--- src/rtl/smbus_cfg_pkg.sv ---
package smbus_cfg_pkg;
  typedef enum logic [2:0] {
    ST_IDLE, ST_RX, ST_RX_ACK, ST_TX, ST_TX_ACK, ST_SKIP
  } bus_state_e;

  typedef enum logic [1:0] {
    PH_ADDR, PH_CMD, PH_COUNT, PH_DATA
  } rx_phase_e;

  typedef struct packed {
    logic rise;
    logic fall;
    logic start;
    logic stop;
    logic sda;
  } line_ev_t;
endpackage

--- src/rtl/smbus_line_sync.sv ---
module smbus_line_sync
  import smbus_cfg_pkg::*;
#(
  parameter int SYNC_STAGES = 2
) (
  input  logic     clk_i,
  input  logic     rst_ni,
  input  logic     scl_i,
  input  logic     sda_i,
  output logic     scl_o,
  output line_ev_t ev_o
);
  // index SYNC_STAGES-1 is the synchronised value, index SYNC_STAGES the previous one
  logic [SYNC_STAGES:0] scl_sh, sda_sh;

  always_ff @(posedge clk_i or negedge rst_ni) begin
    if (!rst_ni) begin
      scl_sh <= '1;
      sda_sh <= '1;
    end else begin
      scl_sh <= {scl_sh[SYNC_STAGES-1:0], scl_i};
      sda_sh <= {sda_sh[SYNC_STAGES-1:0], sda_i};
    end
  end

  logic scl_s, scl_p, sda_s, sda_p;
  assign scl_s = scl_sh[SYNC_STAGES-1];
  assign scl_p = scl_sh[SYNC_STAGES];
  assign sda_s = sda_sh[SYNC_STAGES-1];
  assign sda_p = sda_sh[SYNC_STAGES];

  assign scl_o      = scl_s;
  assign ev_o.rise  = scl_s & ~scl_p;
  assign ev_o.fall  = ~scl_s & scl_p;
  assign ev_o.start = scl_s & scl_p & sda_p & ~sda_s;
  assign ev_o.stop  = scl_s & scl_p & ~sda_p & sda_s;
  assign ev_o.sda   = sda_s;
endmodule

--- src/rtl/smbus_reg_bank.sv ---
module smbus_reg_bank #(
  parameter int NREG = 8,
  parameter int AW   = 8
) (
  input  logic            clk_i,
  input  logic            rst_ni,
  input  logic            wr_en_i,
  input  logic [AW-1:0]   wr_addr_i,
  input  logic [7:0]      wr_data_i,
  input  logic [AW-1:0]   rd_addr_i,
  output logic [7:0]      rd_data_o,
  output logic [NREG*8-1:0] regs_o
);
  logic [7:0] regs_q [NREG];

  for (genvar g = 0; g < NREG; g++) begin : g_reg
    always_ff @(posedge clk_i or negedge rst_ni) begin
      if (!rst_ni)                                   regs_q[g] <= 8'h00;
      else if (wr_en_i && wr_addr_i == AW'(g))       regs_q[g] <= wr_data_i;
    end
    assign regs_o[8*g +: 8] = regs_q[g];
  end

  always_comb begin
    rd_data_o = 8'h00;
    for (int i = 0; i < NREG; i++)
      if (rd_addr_i == AW'(i)) rd_data_o = regs_q[i];
  end
endmodule

--- src/rtl/smbus_proto_fsm.sv ---
module smbus_proto_fsm
  import smbus_cfg_pkg::*;
#(
  parameter int         NREG  = 8,
  parameter logic [6:0] ADDR7 = 7'h69,
  parameter int         PW    = 8
) (
  input  logic          clk_i,
  input  logic          rst_ni,
  input  line_ev_t      ev_i,
  input  logic [7:0]    rd_data_i,
  output logic          sda_oe_o,
  output logic          wr_en_o,
  output logic [PW-1:0] wr_addr_o,
  output logic [7:0]    wr_data_o,
  output logic [PW-1:0] rd_addr_o
);
  localparam logic [7:0]    SIZE_BYTE = 8'(NREG);
  localparam logic [PW-1:0] SIZE_PTR  = PW'(NREG);

  bus_state_e    state_q;
  rx_phase_e     phase_q;
  logic [3:0]    bit_cnt_q;
  logic [7:0]    sh_q, tx_q, left_q, wr_data_q;
  logic [PW-1:0] ptr_q, wr_addr_q;
  logic          blk_q, cnt_pend_q, rd_mode_q, host_ack_q, oe_q, wr_en_q;

  logic          byte_done, in_range;
  logic [PW-1:0] ptr_inc;
  logic [7:0]    tx_next;

  assign byte_done = (bit_cnt_q == 4'd8);
  assign in_range  = (ptr_q < SIZE_PTR);
  assign ptr_inc   = (ptr_q == '1) ? ptr_q : ptr_q + 1'b1;
  assign rd_addr_o = ptr_q;
  assign tx_next   = cnt_pend_q ? SIZE_BYTE : rd_data_i;

  always_ff @(posedge clk_i or negedge rst_ni) begin
    if (!rst_ni) begin
      state_q    <= ST_IDLE;
      phase_q    <= PH_ADDR;
      bit_cnt_q  <= '0;
      sh_q       <= '0;
      tx_q       <= '0;
      left_q     <= '0;
      wr_data_q  <= '0;
      ptr_q      <= '0;
      wr_addr_q  <= '0;
      blk_q      <= 1'b0;
      cnt_pend_q <= 1'b0;
      rd_mode_q  <= 1'b0;
      host_ack_q <= 1'b0;
      oe_q       <= 1'b0;
      wr_en_q    <= 1'b0;
    end else begin
      wr_en_q <= 1'b0;
      if (ev_i.start) begin
        state_q   <= ST_RX;
        phase_q   <= PH_ADDR;
        bit_cnt_q <= '0;
        oe_q      <= 1'b0;
      end else if (ev_i.stop) begin
        state_q <= ST_IDLE;
        oe_q    <= 1'b0;
      end else begin
        unique case (state_q)
          ST_RX: begin
            if (ev_i.rise && !byte_done) begin
              sh_q      <= {sh_q[6:0], ev_i.sda};
              bit_cnt_q <= bit_cnt_q + 4'd1;
            end else if (ev_i.fall && byte_done) begin
              if (phase_q == PH_ADDR && sh_q[7:1] != ADDR7) begin
                state_q <= ST_SKIP;
              end else begin
                if (phase_q == PH_ADDR) rd_mode_q <= sh_q[0];
                oe_q    <= 1'b1;
                state_q <= ST_RX_ACK;
              end
            end
          end
          ST_RX_ACK: begin
            if (ev_i.fall) begin
              oe_q      <= 1'b0;
              bit_cnt_q <= '0;
              state_q   <= ST_RX;
              unique case (phase_q)
                PH_ADDR: begin
                  if (rd_mode_q) begin
                    state_q <= ST_TX;
                    tx_q    <= tx_next;
                    oe_q    <= ~tx_next[7];
                    if (cnt_pend_q) cnt_pend_q <= 1'b0;
                    else            ptr_q      <= ptr_inc;
                  end else begin
                    phase_q <= PH_CMD;
                  end
                end
                PH_CMD: begin
                  blk_q <= ~sh_q[7];
                  if (sh_q[7]) begin
                    ptr_q      <= {{(PW-7){1'b0}}, sh_q[6:0]};
                    cnt_pend_q <= 1'b0;
                    phase_q    <= PH_DATA;
                  end else begin
                    ptr_q      <= '0;
                    cnt_pend_q <= 1'b1;
                    phase_q    <= PH_COUNT;
                  end
                end
                PH_COUNT: begin
                  left_q     <= sh_q;
                  cnt_pend_q <= 1'b0;
                  phase_q    <= PH_DATA;
                end
                default: begin
                  if (in_range && (!blk_q || left_q != 8'd0)) begin
                    wr_en_q   <= 1'b1;
                    wr_addr_q <= ptr_q;
                    wr_data_q <= sh_q;
                  end
                  if (blk_q && left_q != 8'd0) left_q <= left_q - 8'd1;
                  ptr_q <= ptr_inc;
                end
              endcase
            end
          end
          ST_TX: begin
            if (ev_i.rise && !byte_done) begin
              bit_cnt_q <= bit_cnt_q + 4'd1;
            end else if (ev_i.fall) begin
              if (byte_done) begin
                oe_q    <= 1'b0;
                state_q <= ST_TX_ACK;
              end else begin
                oe_q <= ~tx_q[6];
                tx_q <= {tx_q[6:0], 1'b0};
              end
            end
          end
          ST_TX_ACK: begin
            if (ev_i.rise) begin
              host_ack_q <= ~ev_i.sda;
            end else if (ev_i.fall) begin
              bit_cnt_q <= '0;
              if (host_ack_q) begin
                state_q <= ST_TX;
                tx_q    <= tx_next;
                oe_q    <= ~tx_next[7];
                if (cnt_pend_q) cnt_pend_q <= 1'b0;
                else            ptr_q      <= ptr_inc;
              end else begin
                state_q <= ST_SKIP;
              end
            end
          end
          default: ;
        endcase
      end
    end
  end

  assign sda_oe_o  = oe_q;
  assign wr_en_o   = wr_en_q;
  assign wr_addr_o = wr_addr_q;
  assign wr_data_o = wr_data_q;
endmodule

--- src/rtl/smbus_cfg_slave.sv ---
module smbus_cfg_slave
  import smbus_cfg_pkg::*;
#(
  parameter int         NREG        = 8,
  parameter logic [6:0] ADDR7       = 7'h69,
  parameter int         SYNC_STAGES = 2
) (
  input  logic              clk_i,
  input  logic              rst_ni,
  input  logic              scl_i,
  input  logic              sda_i,
  output logic              sda_oe_o,
  output logic [NREG*8-1:0] regs_o
);
  localparam int PW = 8;

  line_ev_t      line_ev;
  logic          scl_sync, start_det, stop_det;
  logic          wr_en;
  logic [PW-1:0] wr_addr, rd_addr;
  logic [7:0]    wr_data, rd_data;

  smbus_line_sync #(.SYNC_STAGES(SYNC_STAGES)) u_sync (
    .clk_i (clk_i),
    .rst_ni(rst_ni),
    .scl_i (scl_i),
    .sda_i (sda_i),
    .scl_o (scl_sync),
    .ev_o  (line_ev)
  );

  assign start_det = line_ev.start;
  assign stop_det  = line_ev.stop;

  smbus_proto_fsm #(.NREG(NREG), .ADDR7(ADDR7), .PW(PW)) u_fsm (
    .clk_i    (clk_i),
    .rst_ni   (rst_ni),
    .ev_i     (line_ev),
    .rd_data_i(rd_data),
    .sda_oe_o (sda_oe_o),
    .wr_en_o  (wr_en),
    .wr_addr_o(wr_addr),
    .wr_data_o(wr_data),
    .rd_addr_o(rd_addr)
  );

  smbus_reg_bank #(.NREG(NREG), .AW(PW)) u_bank (
    .clk_i    (clk_i),
    .rst_ni   (rst_ni),
    .wr_en_i  (wr_en),
    .wr_addr_i(wr_addr),
    .wr_data_i(wr_data),
    .rd_addr_i(rd_addr),
    .rd_data_o(rd_data),
    .regs_o   (regs_o)
  );
endmodule

--- config.mk ---
export PLATFORM = sky130hd
export DESIGN_NAME = smbus_cfg_slave
export DESIGN_NICKNAME = d
export VERILOG_FILES = /design/src/rtl/smbus_cfg_pkg.sv /design/src/rtl/smbus_line_sync.sv /design/src/rtl/smbus_reg_bank.sv /design/src/rtl/smbus_proto_fsm.sv /design/src/rtl/smbus_cfg_slave.sv
export SDC_FILE = /design/constraint.sdc
export NUM_CORES = 1
export LEC_CHECK = 0
export BUFFER_PORTS_ARGS = -buffer_cell sky130_fd_sc_hd__buf_2
export CAP_MARGIN = 40
export CORE_AREA = 5 5 120 133
export CTS_CLUSTER_DIAMETER = 200
export CTS_CLUSTER_SIZE = 8
export DETAILED_ROUTE_END_ITERATION = 12
export DIE_AREA = 0 0 125 138
export GPL_TIMING_DRIVEN = 0
export PLACE_DENSITY = 0.68
export SLEW_MARGIN = 25
export SYNTH_ARGS = -nofsm -noshare
export SYNTH_HDL_FRONTEND = slang
export SYNTH_SLANG_ARGS = --single-unit
--- constraint.sdc ---
create_clock -name clk_i -period 3.1 [get_ports clk_i]
set_input_delay 0.62 -clock clk_i [delete_from_list [all_inputs] [get_ports clk_i]]
set_output_delay 0.62 -clock clk_i [all_outputs]
set_load 0.05 [all_outputs]
==> run metrics, run 1 <==
most instantiated flip-flop cell in the synthesis netlist=dfrtp_1; final clock period utilization by the worst path=94.4%; share of Yosys cell area claimed by the top area cell type=44.8%; Worst Setup Slack, final=0.172 ns; total instance count after detailed placement=around 950; warnings from Yosys=0; post-detailed-placement half-perimeter wirelength=13900 um; CTS H-tree lvls=4; Clock transition at path regs=about 0.060 ns; combinational family with the most area after synthesis=simple AND/OR/NAND/NOR gates; y dimension of the die=138 um; worst setup path end=u_fsm.tx_q[6]$_DFFE_PN0P_; floorplan core area=0.0143 mm^2; f_max=342 MHz; buffer depth of the longest clock path=2; instance count on the critical path=8; most frequent cells after synthesis=dfrtp_1, mux2_2, nand2_1, o21ai_0, nor2_1; initial antenna violation count=0; proportion of synthesized area in mux cells=13.7%; worst reg-to-reg path cell count=8; cell types with the largest area share after synthesis=dfrtp_1, mux2_2, nand2_1, o21ai_0, dfstp_2; number of diodes added for antenna fixing=0; net count reported at finish=794; Layout area overhead=17.3%; post-layout instance count excluding filler cells=983; Critical path origin=u_fsm.rd_addr_o[1]$_DFFE_PN0P_; max-slew violation count=0; number of global-route vias before repair=5858; setup violators final=0; number of post-CTS setup repair buffers=0; final critical-path required period=2.93 ns; total power density per cell area=475 mW/mm^2; number of clock sinks=132; xor-xnor portion of the synthesized cell area=0.125%; number of routed nets with antenna violations=0; asr flop ratio synth=100%; synthesized area=0.00703 mm^2; sort of element at the end of the critical path=flop; Detailed Route WL=19400 um; fraction of layout cells with a size suffix above 1=26.8%; Gate Count Post-Synth=690; clock insertion delay at the later pin of the skew report=0.43 ns; CTS Buf Count=17; simple-gate share of the synthesized area=between 15 and 20%; Post-synth EDFFs=0; Via Count=5919; top cell type by total area after synthesis=dfrtp_1; count of hold-fix buffers inserted at cts=0; pin count of the biggest net entering global routing=68; dominant cell by count in the synthesized netlist=dfrtp_1; weighted congestion reported at the end of routability-driven placement=between 0.9 and 1; Total Die Area=around 0.017 mm^2; CP Data Arrival Time=between 3 and 4 ns; DP Worst Slack=roughly 0.25 ns; Synth cell types=74; Post-Syn Nets=approximately 710; site row count=46; portion of the post-synthesis area used by sequential elements=a little under half; WP data required=3.43 ns; Resize count post-CTS=0; Finished Core Util=57.5%; Worst R2R Start=u_fsm.rd_addr_o[1]$_DFFE_PN0P_; final-layout setup total negative slack=0 ns; adder-cell share of the synthesized area=between 2 and 2.5%; Crit path buffers/inverters=3; Worst path max stage delay=0.62 ns; Via-to-Cell Ratio=6.02; combined global-route utilization of all metal layers=22.7%; outcome=finished clean; count of pins on the block boundary=between 60 and 70; wire length of the first global-routing pass=31400 um; worst hold-check slack=~0.16 ns; worst reg2reg endpoint=u_fsm.tx_q[6]$_DFFE_PN0P_; worst-path fanout max=10; Max Clock Skew=0.00990 ns; cell type group with the largest total delay on the critical path=compound AO/OA/AOI/OAI gates; Slowest-stage cell, CP=a2111oi_0; count of final hold-check violations=0; residual overflow from global routing=0; static leakage power=0.00382 uW; slew at the pin closest to its max-slew limit=0.824 ns; router iterations before antenna repair=5; hold crit path type=primary input to asynchronous set/reset pin; die width=125 um; category of the most critical setup path=flop to flop; cells along the critical path=inv_1, ha_1, clkbuf_1, clkbuf_1, a221oi_1, a2111oi_0, o21ai_1, a31oi_1; Relative slew margins=44.6%; drt drc=0; unrepaired setup endpoints after global routing=false; area fraction in compound gates after synthesis=16.4%; Setup crit start kind=flop; buffer type at the clock tree root=clkbuf_16; initial core utilization=49.1%; detailed-route wire length per cell=19.7 um; maximum vdd ir drop=approximately 0.0005 V; most frequent CP cell=clkbuf_1; count of buffers inserted at the top-level ports=68; per-instance average area after synthesis=10.2 um^2; post-synthesis sequential element count=between 100 and 150; max capacitance violation total=0; number of DRC markers after the initial detailed-route iteration=400; CTS tree=built; flop2flop setup slack=around 0.17 ns
## power by group
group	switching (uW)	internal [uW]	total, uW
Combinational	67.1	37.2	104
Sequential	51.4	1750	1800
Clock	761	1250	2010
## worst reg2reg max path: cells and delay by family (launching register included)
| family | cells | cell delay, ns |
|---|---|---|
| DFF | 1 | 0.45 |
| buffers and inverters | 3 | 1.02 |
| AOI/OAI and AO/OA | 4 | 1.19 |
| adders and majority gates | 1 | 0.19 |
## kinds of logic after synthesis
kind of cell,Yosys count
and+or+nand+nor,233
AOI/OAI and AO/OA,168
DFF,132
muxes,86
buffers and inverters,58
adders and majority gates,12
xor gates and xnor gates,1
## cell usage in the layout (no fill, tap or decap), types with 18 or more instances in the layout
cell / count
dfrtp_1: 126
mux2_2: 83
nand2_1: 71
buf_2: 70
o21ai_0: 44
nor2_1: 40
clkbuf_1: 34
a21oi_1: 28
inv_1: 19
nor2b_1: 18
## per-stage QoR
stage                     power [uW]  cell area, um^2
after floorplan                 1860             7030
after global placement          1930             7610
after detailed placement        1940             7650
after CTS                       3940             8250
after global routing            4040             8250
final                           3920             8250
## layer usage
layer  vias up  global-route usage [%]  part of all wire [%]
li1       2700                       -                     -
met1      2937                    28.9                    41
met2       237                    37.3                    49
met3        45                    4.35                   6.1
met4         0                    10.5                   3.8
met5         -                       0                     0
## area by class of cell
cell class / count / area, um^2
Multi-Input combinational cell: 500 / 3490
Inverter: 19 / 71.3
Clock inverter: 11 / 126
Clock buffer: 21 / 470
Buffer: 39 / 161
Tap cell: 192 / 240
Timing Repair Buffer: 69 / 378
Fill cell: 1249 / 6090
Sequential cell: 132 / 3310
## how the worst min path moves through the flow
stage	from	to	slack, ns	depth (start not counted)
after floorplan	rst_ni	u_bank.regs_o[0]$_DFFE_PN0P_	0.32	0
after global placement	u_sync.scl_sh[0]$_DFF_PN1_	u_sync.scl_sh[1]$_DFF_PN1_	0.35	0
after detailed placement	u_sync.scl_sh[0]$_DFF_PN1_	u_sync.scl_sh[1]$_DFF_PN1_	0.35	0
after CTS	rst_ni	u_bank.regs_o[4]$_DFFE_PN0P_	0.16	1
after global routing	rst_ni	u_bank.regs_o[4]$_DFFE_PN0P_	0.20	1
final	rst_ni	u_bank.regs_o[1]$_DFFE_PN0P_	0.16	1
## sequential cells by signal, indices dropped and copies added (netlist names)
signal and flops:
u_fsm.bit_cnt_q 4, u_fsm.sda_oe_o 1, u_fsm.tx_q 7, u_fsm.wr_en_o 1, u_sync.sda_sh 3, u_fsm.wr_data_o 8
u_fsm.rd_addr_o 8, u_fsm.left_q 8, u_fsm.cnt_pend_q 1, u_fsm.host_ack_q 1, u_fsm.wr_addr_o 8, u_fsm.phase_q 2
u_sync.scl_sh 3, u_fsm.sh_q 8, u_fsm.blk_q 1, u_bank.regs_o 64, u_fsm.state_q 3, u_fsm.rd_mode_q 1
Power figures use the tool's default switching activity.
==> run 2: changes to the inputs <==
--- a/config.mk
+++ b/config.mk
@@ -7,14 +7,17 @@
 export LEC_CHECK = 0
 export BUFFER_PORTS_ARGS = -buffer_cell sky130_fd_sc_hd__buf_2
 export CAP_MARGIN = 40
-export CORE_AREA = 5 5 120 133
+export CELL_PAD_IN_SITES_DETAIL_PLACEMENT = 1
+export CELL_PAD_IN_SITES_GLOBAL_PLACEMENT = 1
+export CORE_AREA = 5 5 123 137
 export CTS_CLUSTER_DIAMETER = 200
 export CTS_CLUSTER_SIZE = 8
 export DETAILED_ROUTE_END_ITERATION = 12
-export DIE_AREA = 0 0 125 138
+export DIE_AREA = 0 0 128 142
 export GPL_TIMING_DRIVEN = 0
-export PLACE_DENSITY = 0.68
+export PLACE_DENSITY_LB_ADDON = 0.1
 export SLEW_MARGIN = 25
 export SYNTH_ARGS = -nofsm -noshare
 export SYNTH_HDL_FRONTEND = slang
 export SYNTH_SLANG_ARGS = --single-unit
+export TNS_END_PERCENT = 20
==> run metrics, run 2 (synthesis results as in run 1) <==
initial antenna violation count=0; post-detailed-placement half-perimeter wirelength=15800 um; combined area of the multi-input logic cells=0.00349 mm^2; count of hold-fix buffers inserted at cts=0; Max Clock Skew=between 0.009 and 0.01 ns; Via-to-Cell Ratio=6.06; pin count of the biggest net entering global routing=between 80 and 90; CTS H-tree lvls=4; Worst R2R Start=u_fsm.rd_addr_o[1]$_DFFE_PN0P_; most frequent CP cell=clkbuf_1; Total Die Area=0.0182 mm^2; flop2flop setup slack=0.16 ns; cells along the critical path=inv_1, ha_1, clkbuf_1, clkbuf_1, a221oi_1, a2111oi_0, o21ai_1, a31oi_1; fill cell instance count of the final layout=1716; y dimension of the die=142 um; final clock period utilization by the worst path=94.8%; combined global-route utilization of all metal layers=25.2%; final critical-path required period=2.94 ns; weighted congestion reported at the end of routability-driven placement=roughly 0.9; Setup crit start kind=flop; number of DRC markers after the initial detailed-route iteration=403; buffer type at the clock tree root=clkbuf_16; Slowest-stage cell, CP=a2111oi_0; floorplan core area=about 0.015 mm^2; number of routed nets with antenna violations=0; setup violators final=0; CP Data Arrival Time=3.29 ns; instance count on the critical path=8; leading cell type in the layout, fill and taps excluded=dfrtp_1; static leakage power=0.00384 uW; worst reg2reg endpoint=u_fsm.tx_q[6]$_DFFE_PN0P_; Clock transition at path regs=about 0.060 ns; hold crit path type=primary input to asynchronous set/reset pin; die width=between 100 and 150 um; overall power consumption=4110 uW; number of clock sinks=around 130; count of pins on the block boundary=69; Crit path buffers/inverters=3; net count reported at finish=between 700 and 800; count of final hold-check violations=0; initial core utilization=45.7%; Worst path max stage delay=0.59 ns; final-layout setup total negative slack=0 ns; number of post-CTS setup repair buffers=0; outcome=finished clean; Finished Core Util=about 54%; CTS Buf Count=17; f_max=340 MHz; CTS tree=built; wire length of the first global-routing pass=between 30000 and 40000 um; worst-path fanout max=10; residual overflow from global routing=0; Via Count=6001; max capacitance violation total=0; count of buffers inserted at the top-level ports=68; site row count=48; worst reg-to-reg path cell count=8; maximum vdd ir drop=0.000356 V; unrepaired setup endpoints after global routing=false; drt drc=0; number of global-route vias before repair=6316; router iterations before antenna repair=4; number of diodes added for antenna fixing=0; clock insertion delay at the later pin of the skew report=0.43 ns; Critical path origin=u_fsm.rd_addr_o[1]$_DFFE_PN0P_; max reg flops=64; Sequential cell area=0.00331 mm^2; max-slew violation count=0; cell type group with the largest total delay on the critical path=compound AO/OA/AOI/OAI gates; slew at the pin closest to its max-slew limit=0.827 ns; fraction of layout cells with a size suffix above 1=26.9%; detailed-route wire length per cell=approximately 22 um; total power density per cell area=about 500 mW/mm^2; buffer depth of the longest clock path=2; WP data required=around 3.5 ns; Layout area overhead=18.0%; Detailed Route WL=22200 um; category of the most critical setup path=flop to flop; Resize count post-CTS=0; top library cells by usage in the layout, fill and taps aside=dfrtp_1, mux2_2, nand2_1; sort of element at the end of the critical path=flop; Relative slew margins=roughly 45%
-- run 2: metrics by stage --
| step | hold slack [ns] | cells | worst slack [ns] | instance area, um^2 |
|---|---|---|---|---|
| floorplan | 0.324 | 690 | 0.990 | 7030 |
| global placement | 0.347 | 958 | -0.371 | 7620 |
| detailed placement | 0.347 | 959 | 0.155 | 7660 |
| finish | 0.0996 | 991 | 0.163 | 8300 |
| global route | 0.126 | 991 | 0.0351 | 8300 |
| CTS | 0.109 | 991 | 0.164 | 8300 |
-- run 2: final cells by class --
cell class | instances | area share, %
Inverter | 19 | 0.859
Clock buffer | 18 | 5.29
Tap cell | 200 | 3.02
Timing Repair Buffer | 69 | 4.55
Buffer | 39 | 1.95
Multi-Input combinational cell | 500 | 42.0
Clock inverter | 14 | 2.41
Sequential cell | 132 | 39.9
-- run 2: worst register-to-register path: cells and delay by family (launching register included) --
family | cells | cell delay, ns
compound gates | 4 | 1.14
fa+ha+maj | 1 | 0.19
flops | 1 | 0.45
buf+inv | 3 | 1.07
-- run 2: worst max-delay path by stage --
stage	endpoint	slack, ns
6_report	u_fsm.tx_q[6]$_DFFE_PN0P_	0.16
5_1_grt	u_fsm.tx_q[4]$_DFFE_PN0P_	0.04
4_1_cts	u_fsm.tx_q[6]$_DFFE_PN0P_	0.16
3_5_place_dp	u_fsm.tx_q[6]$_DFFE_PN0P_	0.15
3_3_place_gp	u_fsm.state_q[0]$_DFFE_PN0P_	-0.37
2_1_floorplan	u_fsm.tx_q[3]$_DFFE_PN0P_	0.99
-- run 2: metal layers --
layer	wire length [um]	vias up	track usage (%)
met5	0	-	0
met4	714	0	9.55
met3	917	45	4.32
met2	11200	164	43.8
met1	9410	3090	31.3
li1	-	2702	-
-- run 2: where the power goes --
| part | total, uW | switching (uW) | internal, uW |
|---|---|---|---|
| Clock | 2190 | 816 | 1380 |
| Sequential | 1810 | 58.7 | 1750 |
| Combinational | 106 | 68.4 | 37.5 |
==> run 3: changes to the inputs <==
--- a/config.mk
+++ b/config.mk
@@ -15,7 +15,7 @@
 export DETAILED_ROUTE_END_ITERATION = 12
 export DIE_AREA = 0 0 128 142
 export GPL_TIMING_DRIVEN = 0
-export PLACE_DENSITY_LB_ADDON = 0.1
+export PLACE_DENSITY_LB_ADDON = 0.25
 export SLEW_MARGIN = 25
 export SYNTH_ARGS = -nofsm -noshare
 export SYNTH_HDL_FRONTEND = slang
==> run metrics, run 3 (synthesis results as in run 1) <==
weighted congestion reported at the end of routability-driven placement=0.932; max capacitance violation total=0; number of DRC markers after the initial detailed-route iteration=338; top library cells by usage in the layout, fill and taps aside=dfrtp_1, mux2_2, nand2_1; count of hold-fix buffers inserted at cts=0; CTS H-tree lvls=4; Relative slew margins=approximately 42%; wire length of the first global-routing pass=roughly 36000 um; hold crit path type=primary input to asynchronous set/reset pin; Via-to-Cell Ratio=6.05; die width=128 um; worst-path fanout max=10; initial antenna violation count=0; CP Data Arrival Time=3.20 ns; Detailed Route WL=22200 um; leading cell type in the layout, fill and taps excluded=dfrtp_1; design internal power=3120 uW; category of the most critical setup path=flop to flop; post-layout instance count excluding filler cells=991; number of routed nets with antenna violations=0; CTS tree=built; switching component of the power=~910 uW; power share of the combinational group=around 2.6%; floorplan core area=0.0154 mm^2; Total Die Area=about 0.018 mm^2; static leakage power=0.00382 uW; total instance count after detailed placement=around 960; Via Count=5999; count of pins on the block boundary=~70; final clock period utilization by the worst path=92.1%; residual overflow from global routing=0; setup violators final=0; Resize count post-CTS=0; Layout area overhead=17.7%; maximum vdd ir drop=0.000346 V; Max Clock Skew=0.0102 ns; unrepaired setup endpoints after global routing=false; y dimension of the die=about 140 um; pin count of the biggest net entering global routing=72; number of post-CTS setup repair buffers=0; number of global-route vias before repair=6437; buffer type at the clock tree root=clkbuf_16; buffer depth of the longest clock path=2; detailed-route wire length per cell=22.4 um; worst hold-check slack=around 0.13 ns; clock network power share=52.4%; sort of element at the end of the critical path=flop; clock insertion delay at the later pin of the skew report=0.43 ns; fraction of layout cells with a size suffix above 1=between 20% and 30%; count of buffers inserted at the top-level ports=a little under 70; router iterations before antenna repair=5; share of total power in sequential cells=45.0%; Finished Core Util=about 54%; fill cell instance count of the final layout=1714; net count reported at finish=794; Switching Fraction=a little under a quarter; combined global-route utilization of all metal layers=25.5%; CTS Buf Count=17; max reg flops=64; outcome=finished clean; post-detailed-placement half-perimeter wirelength=16100 um; final-layout setup total negative slack=0 ns; site row count=between 40 and 50; max-slew violation count=0; number of clock sinks=132; f_max=350 MHz; Setup crit start kind=flop; overall power consumption=4030 uW; initial core utilization=45.7%; count of final hold-check violations=0; WP data required=3.44 ns; Clock transition at path regs=around 0.060 ns; drt drc=0; slew at the pin closest to its max-slew limit=0.866 ns; total power density per cell area=486 mW/mm^2; final critical-path required period=2.86 ns; number of diodes added for antenna fixing=0
-- run 3: changes by cell type in the layout (fill, tap and decap cells not counted), sizes merged --
| cell | before | now |
|---|---|---|
| bufinv | 4 | 3 |
| clkbuf | 51 | 54 |
| clkinv | 5 | 4 |
| clkinvlp | 2 | 3 |
| inv | 22 | 20 |
-- run 3: final cells by class --
| cell class | instances | area (um^2) | share of cell area [%] |
|---|---|---|---|
| Timing Repair Buffer | 69 | 378 | 4.56 |
| Clock inverter | 11 | 149 | 1.80 |
| Inverter | 19 | 71.3 | 0.862 |
| Tap cell | 200 | 250 | 3.02 |
| Clock buffer | 21 | 470 | 5.68 |
| Multi-Input combinational cell | 500 | 3490 | 42.1 |
| Buffer | 39 | 161 | 1.95 |
| Sequential cell | 132 | 3310 | 40.0 |
-- run 3: power groups by stage --
stage	combinational (uW)	sequential (uW)	clock (uW)
after floorplan	52.3	1810	0
final	106	1810	2110
after CTS	110	1810	2130
after global routing	124	1820	2230
after global placement	97.1	1840	0
after detailed placement	109	1840	0
-- run 3: critical path, stage by stage (launching register included) --
cell,delay [ns]
dfrtp_1,0.45
inv_1,0.15
ha_1,0.18
clkbuf_1,0.41
clkbuf_1,0.45
a221oi_1,0.19
a2111oi_0,0.54
o21ai_1,0.20
a31oi_1,0.19
-- run 3: metal layers --
layer	up-vias	part of all wire [%]	global-route usage [%]
met4	0	4.7	12.8
met2	181	50	43.8
met5	-	0	0
li1	2690	-	-
met1	3065	40	31.0
met3	63	4.6	4.28
-- run 3: path summary, 6_finish.rpt --
kind                                                start                             to  slack (ns)  depth (start not counted)
max                        u_fsm.rd_addr_o[1]$_DFFE_PN0P_      u_fsm.tx_q[6]$_DFFE_PN0P_        0.24                          8
min reg2reg                    u_sync.sda_sh[0]$_DFF_PN1_     u_sync.sda_sh[1]$_DFF_PN1_        0.35                          0
max reg2reg                u_fsm.rd_addr_o[1]$_DFFE_PN0P_      u_fsm.tx_q[6]$_DFFE_PN0P_        0.24                          8
min                                                rst_ni  u_bank.regs_o[12]$_DFFE_PN0P_        0.13                          1
max in group asynchronous                          rst_ni     u_sync.sda_sh[2]$_DFF_PN1_        2.21                          2
min in group clk_i                                  sda_i     u_sync.sda_sh[0]$_DFF_PN1_        0.29                          1
-- run 3: metrics by stage --
step	setup slack, ns	cell area [um^2]
after floorplan	0.990	7030
after global placement	-0.349	7620
after detailed placement	0.352	7660
after CTS	0.198	8280
after global routing	0.0284	8280
final	0.244	8280
